--- config.mk ---
export PLATFORM = sky130hd
export DESIGN_NAME = rx_pkt_framer
export DESIGN_NICKNAME = d
export VERILOG_FILES = /design/src/rtl/rxf_pkg.sv /design/src/rtl/rxf_lane_packer.sv /design/src/rtl/rxf_end_detect.sv /design/src/rtl/rxf_wr_stage.sv /design/src/rtl/rx_pkt_framer.sv
export SDC_FILE = /design/constraint.sdc
export NUM_CORES = 1
export LEC_CHECK = 0
export BUFFER_PORTS_ARGS = -buffer_cell sky130_fd_sc_hd__buf_2
export CAP_MARGIN = 40
export CORE_UTILIZATION = 57
export CTS_BUF_LIST = sky130_fd_sc_hd__clkbuf_16
export DETAILED_ROUTE_END_ITERATION = 10
export GPL_TIMING_DRIVEN = 0
export HOLD_SLACK_MARGIN = 0.06
export PLACE_DENSITY_LB_ADDON = 0.08
export SYNTH_ARGS = -nofsm -noshare
export SYNTH_HDL_FRONTEND = slang
export SYNTH_SLANG_ARGS = --single-unit
--- constraint.sdc ---
create_clock -name clk -period 4.2 [get_ports clk]
set_input_delay 0.42 -clock clk [delete_from_list [all_inputs] [get_ports clk]]
set_output_delay 0.42 -clock clk [all_outputs]
set_load 0.05 [all_outputs]
--- src/rtl/rxf_pkg.sv ---
package rxf_pkg;
  localparam int BYTES_PER_WORD = 4;
  localparam int WORD_W         = 8 * BYTES_PER_WORD;

  typedef enum logic {
    END_BY_COUNT = 1'b0,
    END_BY_IDLE  = 1'b1
  } end_mode_e;
endpackage

--- src/rtl/rxf_lane_packer.sv ---
// Collects accepted bytes into one word, lowest lane first; clears after each emit.
module rxf_lane_packer #(
  parameter  int WORD_BYTES = 4,
  localparam int WORD_W     = 8 * WORD_BYTES,
  localparam int LANE_W     = $clog2(WORD_BYTES)
) (
  input  logic              clk,
  input  logic              rst,
  input  logic              take,
  input  logic [7:0]        din,
  input  logic              close,
  output logic              emit,
  output logic [WORD_W-1:0] word
);
  logic [LANE_W-1:0] lane_q;
  logic [WORD_W-1:0] acc_q;
  logic              last_lane;

  for (genvar k = 0; k < WORD_BYTES; k++) begin : g_lane
    assign word[8*k +: 8] = (take && lane_q == LANE_W'(k)) ? din : acc_q[8*k +: 8];
  end

  assign last_lane = (lane_q == LANE_W'(WORD_BYTES - 1));
  // a word leaves when full, or at packet close if it holds anything
  assign emit = (take && last_lane) || (close && (take || lane_q != '0));

  always_ff @(posedge clk) begin
    if (rst) begin
      lane_q <= '0;
      acc_q  <= '0;
    end else if (emit || close) begin
      lane_q <= '0;
      acc_q  <= '0;
    end else if (take) begin
      lane_q <= lane_q + LANE_W'(1);
      acc_q  <= word;
    end
  end
endmodule

--- src/rtl/rxf_end_detect.sv ---
// Decides where a packet ends: count reached, idle limit hit, or count ceiling.
module rxf_end_detect
  import rxf_pkg::*;
#(
  parameter int LEN_W = 16,
  parameter int TO_W  = 16
) (
  input  logic             clk,
  input  logic             rst,
  input  logic             take,
  input  end_mode_e        mode,
  input  logic [LEN_W-1:0] len_cfg,
  input  logic [TO_W-1:0]  limit,
  output logic             close,
  output logic [LEN_W-1:0] close_count
);
  logic [LEN_W-1:0] cnt_q;
  logic [LEN_W-1:0] cnt_nxt;
  logic [TO_W-1:0]  idle_q;
  logic [TO_W:0]    idle_nxt;
  logic             open_q;
  logic             len_hit, cap_hit, idle_hit;

  assign cnt_nxt  = cnt_q + LEN_W'(take);
  assign idle_nxt = {1'b0, idle_q} + (TO_W+1)'(1);

  assign len_hit  = take && (mode == END_BY_COUNT) && (cnt_nxt >= len_cfg);
  assign cap_hit  = take && (&cnt_nxt);
  assign idle_hit = !take && open_q && (mode == END_BY_IDLE) && (idle_nxt >= {1'b0, limit});

  assign close       = len_hit || cap_hit || idle_hit;
  assign close_count = cnt_nxt;

  always_ff @(posedge clk) begin
    if (rst) begin
      cnt_q  <= '0;
      idle_q <= '0;
      open_q <= 1'b0;
    end else if (close) begin
      cnt_q  <= '0;
      idle_q <= '0;
      open_q <= 1'b0;
    end else if (take) begin
      cnt_q  <= cnt_nxt;
      idle_q <= '0;
      open_q <= 1'b1;
    end else if (open_q && mode == END_BY_IDLE) begin
      idle_q <= idle_nxt[TO_W-1:0];
    end
  end
endmodule

--- src/rtl/rxf_wr_stage.sv ---
// Registered queue write ports; drops writes on full and records it.
module rxf_wr_stage #(
  parameter int WORD_W = 32,
  parameter int LEN_W  = 16
) (
  input  logic              clk,
  input  logic              rst,
  input  logic              word_emit,
  input  logic [WORD_W-1:0] word,
  input  logic              pkt_close,
  input  logic [LEN_W-1:0]  pkt_count,
  input  logic              dfifo_full,
  input  logic              lfifo_full,
  output logic              dfifo_wr,
  output logic [WORD_W-1:0] dfifo_wdata,
  output logic              lfifo_wr,
  output logic [LEN_W-1:0]  lfifo_wdata,
  output logic              ovf_flag
);
  always_ff @(posedge clk) begin
    if (rst) begin
      dfifo_wr    <= 1'b0;
      dfifo_wdata <= '0;
      lfifo_wr    <= 1'b0;
      lfifo_wdata <= '0;
      ovf_flag    <= 1'b0;
    end else begin
      dfifo_wr <= word_emit && !dfifo_full;
      lfifo_wr <= pkt_close && !lfifo_full;
      if (word_emit) dfifo_wdata <= word;
      if (pkt_close) lfifo_wdata <= pkt_count;
      if ((word_emit && dfifo_full) || (pkt_close && lfifo_full)) ovf_flag <= 1'b1;
    end
  end
endmodule

--- src/rtl/rx_pkt_framer.sv ---
module rx_pkt_framer
  import rxf_pkg::*;
#(
  parameter int LEN_W = 16,
  parameter int TO_W  = 16
) (
  input  logic              clk,
  input  logic              rst,
  input  logic              byte_valid,
  input  logic [7:0]        byte_data,
  input  logic              mode_timeout,
  input  logic [LEN_W-1:0]  pkt_len_cfg,
  input  logic [TO_W-1:0]   idle_limit,
  input  logic              dfifo_full,
  output logic              dfifo_wr,
  output logic [WORD_W-1:0] dfifo_wdata,
  input  logic              lfifo_full,
  output logic              lfifo_wr,
  output logic [LEN_W-1:0]  lfifo_wdata,
  output logic              ovf_flag
);
  end_mode_e         mode;
  logic              pkt_close;
  logic [LEN_W-1:0]  pkt_count;
  logic              word_emit;
  logic [WORD_W-1:0] word;

  assign mode = end_mode_e'(mode_timeout);

  rxf_end_detect #(.LEN_W(LEN_W), .TO_W(TO_W)) i_end (
    .clk(clk), .rst(rst), .take(byte_valid), .mode(mode),
    .len_cfg(pkt_len_cfg), .limit(idle_limit),
    .close(pkt_close), .close_count(pkt_count)
  );

  rxf_lane_packer #(.WORD_BYTES(BYTES_PER_WORD)) i_pack (
    .clk(clk), .rst(rst), .take(byte_valid), .din(byte_data),
    .close(pkt_close), .emit(word_emit), .word(word)
  );

  rxf_wr_stage #(.WORD_W(WORD_W), .LEN_W(LEN_W)) i_wr (
    .clk(clk), .rst(rst), .word_emit(word_emit), .word(word),
    .pkt_close(pkt_close), .pkt_count(pkt_count),
    .dfifo_full(dfifo_full), .lfifo_full(lfifo_full),
    .dfifo_wr(dfifo_wr), .dfifo_wdata(dfifo_wdata),
    .lfifo_wr(lfifo_wr), .lfifo_wdata(lfifo_wdata),
    .ovf_flag(ovf_flag)
  );
endmodule

==> impl_metrics.py, run 1 <==
metrics = {
    "run_status": {
        "outcome": "finished, final reports clean",
    },
    "global_route": {
        "grt_pass1_vias": 5308,
        "grt_pass1_wl_mm": 24.9,
        "track_usage": 0.285,
        "antenna_found_initial": 0,
        "overflow": 0,
        "grt_max_degree": 17,
    },
    "critical_path": {
        "cp-start-kind": "flip-flop",
        "endpoint": "i_pack.acc_q[15]",
        "setup.worst_path.start": "i_end.idle_q[0]",
        "r2r-end": "i_pack.acc_q[15]",
        "r2r_cells": 16,
        "slowest_delay_ns": 0.37,
        "critPathSlowestCell": "a22oi_2",
        "end_kind": "flip-flop",
        "cp.required_ns": 4.55,
        "critPathKind": "reg -> reg",
        "worstPathCellList": "ha_2 > nand3_2 > or2_4 > nor3_4 > nand3_2 > xnor2_2 > ha_1 > a21o_1 > a21oi_1 > a2bb2oi_1 > nand4_1 > a22oi_2 > or3b_1 > buf_2 > buf_2 > nor2b_1",
        "timing.rr.start": "i_end.idle_q[0]",
        "path_max_fanout": 10,
        "arrival_ns": 4.37,
        "ff2ff_setup_slack_ns": 0.18,
    },
    "detailed_routing": {
        "detail-route-antenna-nets": 0,
        "via_per_inst": 5.48,
        "wire_per_inst_um": 15.7,
        "routed_wl_mm": 15.3,
        "drc": 0,
        "drt_iter0_markers": 227,
        "num_vias": 5318,
        "firstDrtPassIters": 4,
    },
    "timing": {
        "final_max_slew_viol_count": 0,
        "hold_violations": 0,
        "clock_skew_ns": 0.00986,
        "period_share": 0.958,
        "period_minus_slack_ns": 4.02,
        "setup_violations": 0,
        "fmax_mhz": 248,
        "setup_tns_ns": 0,
        "tightest_slew_ns": 0.687,
        "timing.hold.ws_ns": 0.195,
        "relSlewSlack": 0.542,
    },
    "hold_path": {
        "holdCritPathClass": "in -> reg",
    },
    "cells_and_area": {
        "drive_gt1_frac": 0.260,
        "finalInstanceArea_sq_um": 7540,
        "regArea_sq_um": 2360,
        "n_antenna_cell": 0,
        "finalNetCount": 907,
        "post-route-util": 0.724,
        "fillCellCount": 832,
        "synthToLayoutAreaGrowth_pct": 21.9,
        "multi_input_area_sq_um": 3480,
    },
    "power": {
        "share_seq_of_total_power": 0.412,
        "netSwitchingFraction": 0.253,
        "ir_drop_mv": 0.310,
        "power.switching_w": 0.000716,
        "combPwrFrac": 0.114,
        "p_per_area_nw_per_um2": 375,
        "internal-power_w": 0.00211,
        "p_clk_frac": 0.474,
        "power_leakage_nw": 3.43,
    },
    "floorplanning": {
        "start_util": 0.594,
        "die_w_um": 106,
        "ios": 97,
        "die_y_um": 106,
        "die_area_sq_um": 11300,
        "core_sq_um": 10400,
        "rows": 37,
    },
    "yosys": {
        "synth_top_family_by_area": "simple AND/OR/NAND/NOR gates",
        "synthMuxAreaShare": 0.0777,
        "synth_seq_cells": 118,
        "ys.flop_type": "dfxtp_1",
        "synthCells": 701,
        "synth.avg_cell_area_sq_um": 8.82,
        "synth_warnings": 0,
        "yosys-top-cells-area": "dfxtp_1, ha_1, nor2_1",
        "synth.distinct_cells": 57,
        "yosys.area.top_type": "dfxtp_1",
        "synthSimpleGateAreaFrac": 0.196,
        "synth_compound_area_frac": 0.123,
        "ys_seq_area_frac": 0.382,
        "synth-adder-area-share": 0.0789,
        "synth.cell_area_sq_um": 6190,
        "synth_top_area_frac": 0.382,
        "async_reset_ff_frac": 0,
        "synth-edff-count": 0,
        "synth_xor_area_frac": 0.0706,
        "synth_fp_nets": 786,
    },
    "clock_network": {
        "clkTransAtPathRegs_ns": 0.05,
        "clk_latency_ns": 0.42,
        "cts_made_buffers": 17,
        "cts_tree": "yes",
        "cts.sinks": 118,
        "root_buffer": "clkbuf_16",
        "clock_path_buffers": 2,
        "htreeDepth": 4,
    },
    "placement": {
        "postPlaceCellArea_sq_um": 6830,
        "gp_congestion": 0.874,
        "hpwlAfterDp_mm": 11.1,
        "port_buffers": 95,
    },
    "flow_run": {
        "max_cap_violations": 0,
    },
}
## layout by cell type (no fill, tap or decap), drive strengths merged, types with 13 or more instances in the layout
master and count:
xnor2 21, ha 39, a211oi 26, inv 75, a21oi 25, dfxtp 118, o21ai 21, nand3 15
nor3 34, nand4 13, buf 118, nand2 50, mux2 24, nor2 75, mux2i 21, clkbuf 36
xor2 28, nor2b 24
## sequential cells by signal, summed over array words and instances, names as in the netlist
name / flops
i_end.cnt_q: 16
i_end.idle_q: 16
i_end.open_q: 1
i_pack.acc_q: 32
i_pack.lane_q: 2
i_wr.dfifo_wdata: 32
i_wr.dfifo_wr: 1
i_wr.lfifo_wdata: 16
i_wr.lfifo_wr: 1
i_wr.ovf_flag: 1
## critical path, delay by kind of cell, from the launching register on
kind / cells / cell delay [ns]
flops: 1 / 0.36
xor+xnor: 1 / 0.16
compound gates: 4 / 0.93
buf+inv: 2 / 0.37
simple gates: 7 / 1.60
fa+ha+maj: 2 / 0.52
## power groups by stage
| stage | Sequential (W) | Clock, W | Combinational, W |
|---|---|---|---|
| after floorplan | 0.00124 | 0 | 0.000160 |
| after global placement | 0.00119 | 0 | 0.000299 |
| after detailed placement | 0.00119 | 0 | 0.000309 |
| after CTS | 0.00116 | 0.00136 | 0.000316 |
| after global routing | 0.00117 | 0.00142 | 0.000346 |
| final | 0.00116 | 0.00134 | 0.000321 |
## through the flow
stage	setup WS, ns	total power (W)	cells
after floorplan	0.442	0.00140	701
after global placement	-0.383	0.00149	932
after detailed placement	-0.514	0.00150	932
after CTS	0.0528	0.00284	967
after global routing	-0.108	0.00293	970
final	0.175	0.00283	970
## layer usage
layer	share of wire	up-vias	track usage
li1	-	2624	-
met1	0.45	2558	0.352
met2	0.49	115	0.478
met3	0.045	21	0.0656
met4	0.016	0	0.113
met5	0	-	0
## cell families (layout without fill, tap and decap cells)
group	Yosys count	after routing
adder cells (fa/ha/maj)	39	39
AO/OA/AOI/OAI	100	100
buffers and inverters	109	242
flip-flops	118	118
multiplexers	45	45
XOR/XNOR	49	49
AND/OR/NAND/NOR	241	241
## final cells by class
| class | instances | share of cell area |
|---|---|---|
| well taps | 136 | 0.0226 |
| plain buffers | 35 | 0.0229 |
| clock buffers | 17 | 0.0564 |
| clock inverters | 14 | 0.0158 |
| multi-input cells | 474 | 0.462 |
| repair buffers | 102 | 0.0700 |
| inverters | 74 | 0.0368 |
| flip-flops and latches | 118 | 0.313 |
## worst min path at each step
stage	startpoint	to	slack, ns	cells after the start
2_1_floorplan	i_pack.acc_q[24]	i_pack.acc_q[24]	0.41	2
3_3_place_gp	i_pack.acc_q[28]	i_pack.acc_q[28]	0.42	2
3_5_place_dp	i_pack.acc_q[24]	i_pack.acc_q[24]	0.42	2
4_1_cts	dfifo_full	i_wr.dfifo_wr	0.18	2
5_1_grt	dfifo_full	i_wr.dfifo_wr	0.19	2
6_report	dfifo_full	i_wr.dfifo_wr	0.19	2
## cell usage after synthesis, types with 2 or more instances
cell and number:
and4_1 2, mux2i_1 21, ha_1 39, or2_1 2, nor3_1 33, o21ai_0 19, or3_1 7, xor2_1 27
or2_2 4, and2_1 3, nand3_2 2, a211oi_1 8, clkbuf_1 19, a2bb2oi_1 9, nand2_1 50, a31oi_1 2
a21oi_1 25, o2111ai_1 2, nand2b_1 2, inv_1 74, mux2_2 24, nand4_1 11, a211oi_2 18, nor4_1 4
buf_1 2, xnor2_1 21, buf_6 3, nor2_1 75, dfxtp_1 118, nand4_4 2, o21ai_1 2, buf_2 11
nand3_1 13, nor2b_1 24
## repair_timing
item / 4_1_cts / 5_1_grt
pin swaps: 3 / 3
gates resized for setup: 9 / 21
setup buffers: 4 / 3
hold buffers: 0 / 0
setup endpoints to repair: 106 / 102
No activity file was read; power rests on OpenSTA's default activity.
==> run 2: changes to the inputs <==
ABC_AREA = 1   (was default)
==> impl_metrics.py, run 2 <==
metrics = {
    "run_status": {
        "outcome": "finished, final reports clean",
    },
    "clock_network": {
        "cts_tree": "yes",
        "clkTransAtPathRegs_ns": 0.05,
        "htreeDepth": 4,
        "cts.sinks": 118,
        "clk_latency_ns": 0.42,
        "cts_made_buffers": 17,
        "clock_path_buffers": 2,
        "root_buffer": "clkbuf_16",
    },
    "yosys": {
        "synth.avg_cell_area_sq_um": 7.72,
        "synth_common_cells": "nand2_1, dfxtp_1, nor2_1",
        "yosys-top-cells-area": "dfxtp_1, nand2_1, ha_1",
        "ys.flop_type": "dfxtp_1",
        "synth_fp_nets": 894,
        "synth-edff-count": 0,
        "synth_warnings": 0,
        "async_reset_ff_frac": 0,
        "synthCells": 809,
        "synth_top_area_frac": 0.378,
        "yosysMostFrequentCell": "nand2_1",
        "synth_seq_cells": 118,
        "yosys.area.top_type": "dfxtp_1",
        "synth.distinct_cells": 39,
        "ys_seq_area_frac": 0.378,
        "synth.cell_area_sq_um": 6240,
    },
    "placement": {
        "gp_congestion": 0.883,
        "port_buffers": 96,
        "hpwlAfterDp_mm": 11.2,
    },
    "power": {
        "ir_drop_mv": 0.247,
        "p_per_area_nw_per_um2": 388,
        "power_leakage_nw": 3.71,
    },
    "flow_run": {
        "max_cap_violations": 0,
    },
    "floorplanning": {
        "die_y_um": 107,
        "rows": 37,
        "start_util": 0.597,
        "core_sq_um": 10500,
        "die_w_um": 107,
        "ios": 97,
        "die_area_sq_um": 11400,
    },
    "detailed_routing": {
        "num_vias": 5643,
        "drc": 0,
        "routed_wl_mm": 15.2,
        "via_per_inst": 5.25,
        "detail-route-antenna-nets": 0,
        "firstDrtPassIters": 4,
        "drt_iter0_markers": 359,
        "wire_per_inst_um": 14.1,
    },
    "cells_and_area": {
        "synthToLayoutAreaGrowth_pct": 19.9,
        "n_antenna_cell": 0,
        "final_common_cell": "nand2_1",
        "reg_top3": "i_pack.acc_q x32, i_wr.dfifo_wdata x32",
        "drive_gt1_frac": 0.233,
        "post-route-util": 0.715,
        "mostFrequentLayoutCells": "nand2_1, dfxtp_1, buf_2",
        "fillCellCount": 846,
        "finalNetCount": 1012,
    },
    "timing": {
        "fmax_mhz": 274,
        "hold_violations": 0,
        "setup_violations": 0,
        "final_max_slew_viol_count": 0,
        "period_minus_slack_ns": 3.65,
        "tightest_slew_ns": 0.653,
        "rsz0062_at_grt": "false",
        "setup_tns_ns": 0,
        "relSlewSlack": 0.564,
        "clock_skew_ns": 0.00536,
        "period_share": 0.868,
    },
    "global_route": {
        "grt_pass1_vias": 5547,
        "track_usage": 0.283,
        "antenna_found_initial": 0,
        "overflow": 0,
        "grt_pass1_wl_mm": 25.3,
        "grt_max_degree": 17,
    },
    "critical_path": {
        "critPathKind": "reg -> reg",
        "path_max_fanout": 10,
        "end_kind": "flip-flop",
        "arrival_ns": 3.96,
        "cp.required_ns": 4.51,
        "cp-start-kind": "flip-flop",
    },
    "hold_path": {
        "holdCritPathClass": "in -> reg",
    },
}
-- run 2: changes by cell type in the layout (fill, tap and decap cells not counted), sizes merged, moves of 11 or more --
cell	previous run	this run
a211oi	26	12
nor2b	24	0
xor2	28	7
nor2	75	115
nand2	50	203
a21oi	25	66
mux2	24	0
nor3	34	6
mux2i	21	32
nand3	15	58
xnor2	21	4
-- run 2: timing repair --
action	CTS	global route
hold buffers	0	0
buffers inserted	0	3
resized for setup	0	1
endpoints found under the setup margin	0	45
-- run 2: worst max-delay path: stages (launching register included) --
cell and delay, ns:
dfxtp_1 0.39, nand2_1 0.07, nor2_1 0.18, nand2_1 0.08, nor2_1 0.17, nand2_1 0.13, nor2_1 0.18, nand2_1 0.15
nor3_1 0.25, xor2_1 0.16, ha_1 0.32, inv_1 0.04, nor2_1 0.13, inv_1 0.07, nor3_1 0.19, nor2_1 0.06
nand3_1 0.11, nand2_1 0.16, nand4_4 0.15, buf_2 0.26, nand3_1 0.12, nand2_1 0.11, nor2_1 0.05
-- run 2: worst paths after layout --
check | startpoint | to | slack (ns) | cells past startpoint
hold / removal | lfifo_full | i_wr.lfifo_wr | 0.18 | 2
hold reg to reg | i_wr.lfifo_wdata[0] | i_wr.lfifo_wdata[0] | 0.45 | 2
setup reg to reg | i_end.idle_q[0] | i_wr.dfifo_wdata[10] | 0.55 | 22
setup / recovery | i_end.idle_q[0] | i_wr.dfifo_wdata[10] | 0.55 | 22
-- run 2: cell type report --
cell class                      instances  area (sq um)  area share
Tap cell                              136           170      0.0227
Multi-Input combinational cell        582          3380       0.451
Clock inverter                         13           141      0.0189
Inverter                               78           298      0.0398
Timing Repair Buffer                   99           503      0.0672
Buffer                                 31           210      0.0281
Clock buffer                           17           425      0.0568
Sequential cell                       118          2360       0.316
-- run 2: kinds of logic after synthesis --
kind of cell | after synthesis | share of synthesized area
flops | 118 | 0.378
fa+ha+maj | 39 | 0.0782
compound gates | 102 | 0.101
mux | 32 | 0.0513
simple gates | 398 | 0.295
buf+inv | 109 | 0.0810
xor+xnor | 11 | 0.0154
-- run 2: metrics by stage --
| stage | total power, W | instances | hold WS, ns | cell area (sq um) | worst slack, ns |
|---|---|---|---|---|---|
| after detailed placement | 0.00151 | 1041 | 0.441 | 6890 | 0.514 |
| after global routing | 0.00301 | 1074 | 0.165 | 7490 | 0.0692 |
| final | 0.00291 | 1074 | 0.176 | 7490 | 0.552 |
| after floorplan | 0.00142 | 809 | 0.449 | 6240 | 1.19 |
| after CTS | 0.00292 | 1071 | 0.167 | 7460 | 0.473 |
| after global placement | 0.00150 | 1041 | 0.429 | 6890 | 0.697 |
-- run 2: per-layer routing --
metal	up-vias	wire, um	GRT usage
met5	-	0	0
met2	158	7240	0.476
met1	2588	6840	0.342
met4	0	229	0.103
li1	2872	-	-
met3	25	885	0.0839
-- run 2: power breakdown --
group / total [W] / internal, W / leakage [nW] / switching (W)
logic: 0.000326 / 0.000109 / 2.48 / 0.000217
clock network: 0.00141 / 0.000910 / 0.280 / 0.000499
registers: 0.00117 / 0.00115 / 0.957 / 0.0000197
total: 0.00291 / 0.00217 / 3.71 / 0.000736
==> run 3: changes to the inputs <==
REMOVE_ABC_BUFFERS = 1   (was default)
SYNTH_HIERARCHICAL = 1   (was default)
==> impl_metrics.py, run 3 <==
metrics = {
    "run_status": {
        "outcome": "finished, final reports clean",
    },
    "hold_path": {
        "holdCritPathClass": "in -> reg",
    },
    "floorplanning": {
        "rows": 38,
        "die_area_sq_um": 11600,
        "die_y_um": 108,
        "start_util": 0.587,
        "ios": 97,
        "die_w_um": 108,
        "core_sq_um": 10900,
    },
    "yosys": {
        "synth.avg_cell_area_sq_um": 6.81,
        "synth_warnings": 6,
        "synth-edff-count": 0,
        "yosys-top-cells-area": "dfxtp_1, nand2_1, nor2_1",
        "synth.cell_area_sq_um": 6390,
        "synth_common_cells": "nand2_1, nor2_1, inv_1",
        "synth_seq_cells": 118,
        "synth.distinct_cells": 40,
        "async_reset_ff_frac": 0,
        "synth_top_area_frac": 0.370,
        "ys_seq_area_frac": 0.370,
        "yosys.area.top_type": "dfxtp_1",
        "yosysMostFrequentCell": "nand2_1",
        "synthCells": 939,
        "ys.flop_type": "dfxtp_1",
    },
    "timing": {
        "final_max_slew_viol_count": 0,
        "relSlewSlack": 0.518,
        "fmax_mhz": 272,
        "tightest_slew_ns": 0.722,
        "clock_skew_ns": 0.00591,
        "rsz0062_at_grt": "false",
        "period_share": 0.875,
        "timing.hold.ws_ns": 0.191,
        "period_minus_slack_ns": 3.67,
        "hold_violations": 0,
        "setup_violations": 0,
    },
    "detailed_routing": {
        "num_vias": 5776,
        "drc": 0,
        "via_per_inst": 4.90,
        "detail-route-antenna-nets": 0,
        "drt_iter0_markers": 297,
        "firstDrtPassIters": 5,
        "wire_per_inst_um": 11.9,
        "routed_wl_mm": 14.0,
    },
    "global_route": {
        "overflow": 0,
        "grt_max_degree": 50,
        "track_usage": 0.260,
        "grt_pass1_vias": 5216,
        "antenna_found_initial": 0,
        "grt_pass1_wl_mm": 23.7,
    },
    "cells_and_area": {
        "drive_gt1_frac": 0.167,
        "mostFrequentLayoutCells": "nand2_1, nor2_1, inv_1",
        "reg_top3": "i_pack/acc_q x32, i_wr/dfifo_wdata x32",
        "final_common_cell": "nand2_1",
        "synthToLayoutAreaGrowth_pct": 16.6,
        "post-route-util": 0.684,
        "finalNetCount": 1111,
        "n_antenna_cell": 0,
    },
    "clock_network": {
        "clk_latency_ns": 0.41,
        "htreeDepth": 4,
        "clock_path_buffers": 2,
        "root_buffer": "clkbuf_16",
        "clkTransAtPathRegs_ns": 0.06,
        "cts.sinks": 118,
        "cts_tree": "yes",
        "cts_hold_buf": 0,
        "cts_made_buffers": 17,
    },
    "critical_path": {
        "path_delay_family": "simple AND/OR/NAND/NOR gates",
        "arrival_ns": 3.98,
        "critPathKind": "reg -> reg",
        "cpMostUsedCell": "nor2_1",
        "path_max_fanout": 33,
        "end_kind": "flip-flop",
        "slowest_delay_ns": 0.41,
        "crit_buf_inv": 4,
        "ff2ff_setup_slack_ns": 0.53,
        "worstPathCellList": "ha_1 > nand3_2 > nor3_2 > nand2_2 > nor3_1 > xor2_1 > inv_1 > ha_1 > nand2_1 > nor2_1 > nand4_1 > nor2_1 > nor2_1 > nand3_1 > nand2_1 > nand3_4 > inv_1 > a22oi_2 > buf_8 > inv_6 > nor2_1 > nor2_1",
        "cp-start-kind": "flip-flop",
        "cp.required_ns": 4.50,
        "critPathSlowestCell": "dfxtp_1",
    },
    "power": {
        "ir_drop_mv": 0.257,
        "p_per_area_nw_per_um2": 397,
        "power_leakage_nw": 4.18,
        "power_w": 0.00296,
    },
    "placement": {
        "hpwlAfterDp_mm": 9.75,
        "port_buffers": 96,
        "gp_congestion": 0.812,
    },
    "flow_run": {
        "max_cap_violations": 0,
    },
}
==> run 3: changes by cell type in the layout (fill, tap and decap cells not counted), sizes merged, moves of 12 or more <==
cell    previous run  this run
inv               78       161
a21oi             66        20
nor2             115       191
clkbuf            29        17
buf              118       101
o21ai             15        76
a211oi            12         0
mux2i             32         1
==> run 3: final timing paths <==
check	startpoint	end	cells past startpoint
worst min-delay path	lfifo_full	i_wr/lfifo_wr	2
worst max-delay path	i_end/idle_q[0]	i_wr/dfifo_wdata[7]	22
worst min register to register	i_end/idle_q[14]	i_end/idle_q[14]	2
worst max register to register	i_end/idle_q[0]	i_wr/dfifo_wdata[7]	22
==> run 3: where the power goes <==
group,switching (W),leakage (nW),total (W),internal [W]
sequential,0.0000289,0.960,0.00120,0.00117
combinational,0.000286,2.95,0.000411,0.000125
clock,0.000534,0.266,0.00135,0.000812
total,0.000849,4.18,0.00296,0.00211
==> run 3: stage by stage <==
stage	cells	area (sq um)	setup slack (ns)	TNS [ns]
after CTS	1177	7430	0.0711	0
after floorplan	906	6160	-0.371	-12.13
after detailed placement	1144	6860	-1.05	-44.51
after global placement	1142	6820	-3.11	-128.54
final	1179	7450	0.525	0
after global routing	1179	7450	0.117	0
==> run 3: metal layers <==
metal,wire [um],track usage
met1,6900,0.344
met2,6360,0.424
met3,541,0.0502
met4,213,0.0900
met5,0,0
==> run 3: kinds of logic after synthesis <==
family                     count (synthesis)  share of synthesized area
AOI/OAI and AO/OA                        104                     0.0848
xor gates and xnor gates                  14                     0.0192
adders and majority gates                 39                     0.0763
buffers and inverters                    192                      0.130
DFF                                      118                      0.370
muxes                                      1                    0.00157
and+or+nand+nor                          471                      0.319
==> run 3: cell type report <==
class | instances | area [sq um]
Fill cell | 976 | 3440
Multi-Input combinational cell | 629 | 3220
Sequential cell | 118 | 2360
Inverter | 159 | 603
Timing Repair Buffer | 101 | 538
Clock buffer | 17 | 425
Tap cell | 140 | 175
Clock inverter | 15 | 129
==> run 3: what timing repair did <==
action,4_1_cts,5_1_grt
setup buffers,1,2
endpoints found under the setup margin,49,68
pin swaps,1,1
gates resized for setup,2,2
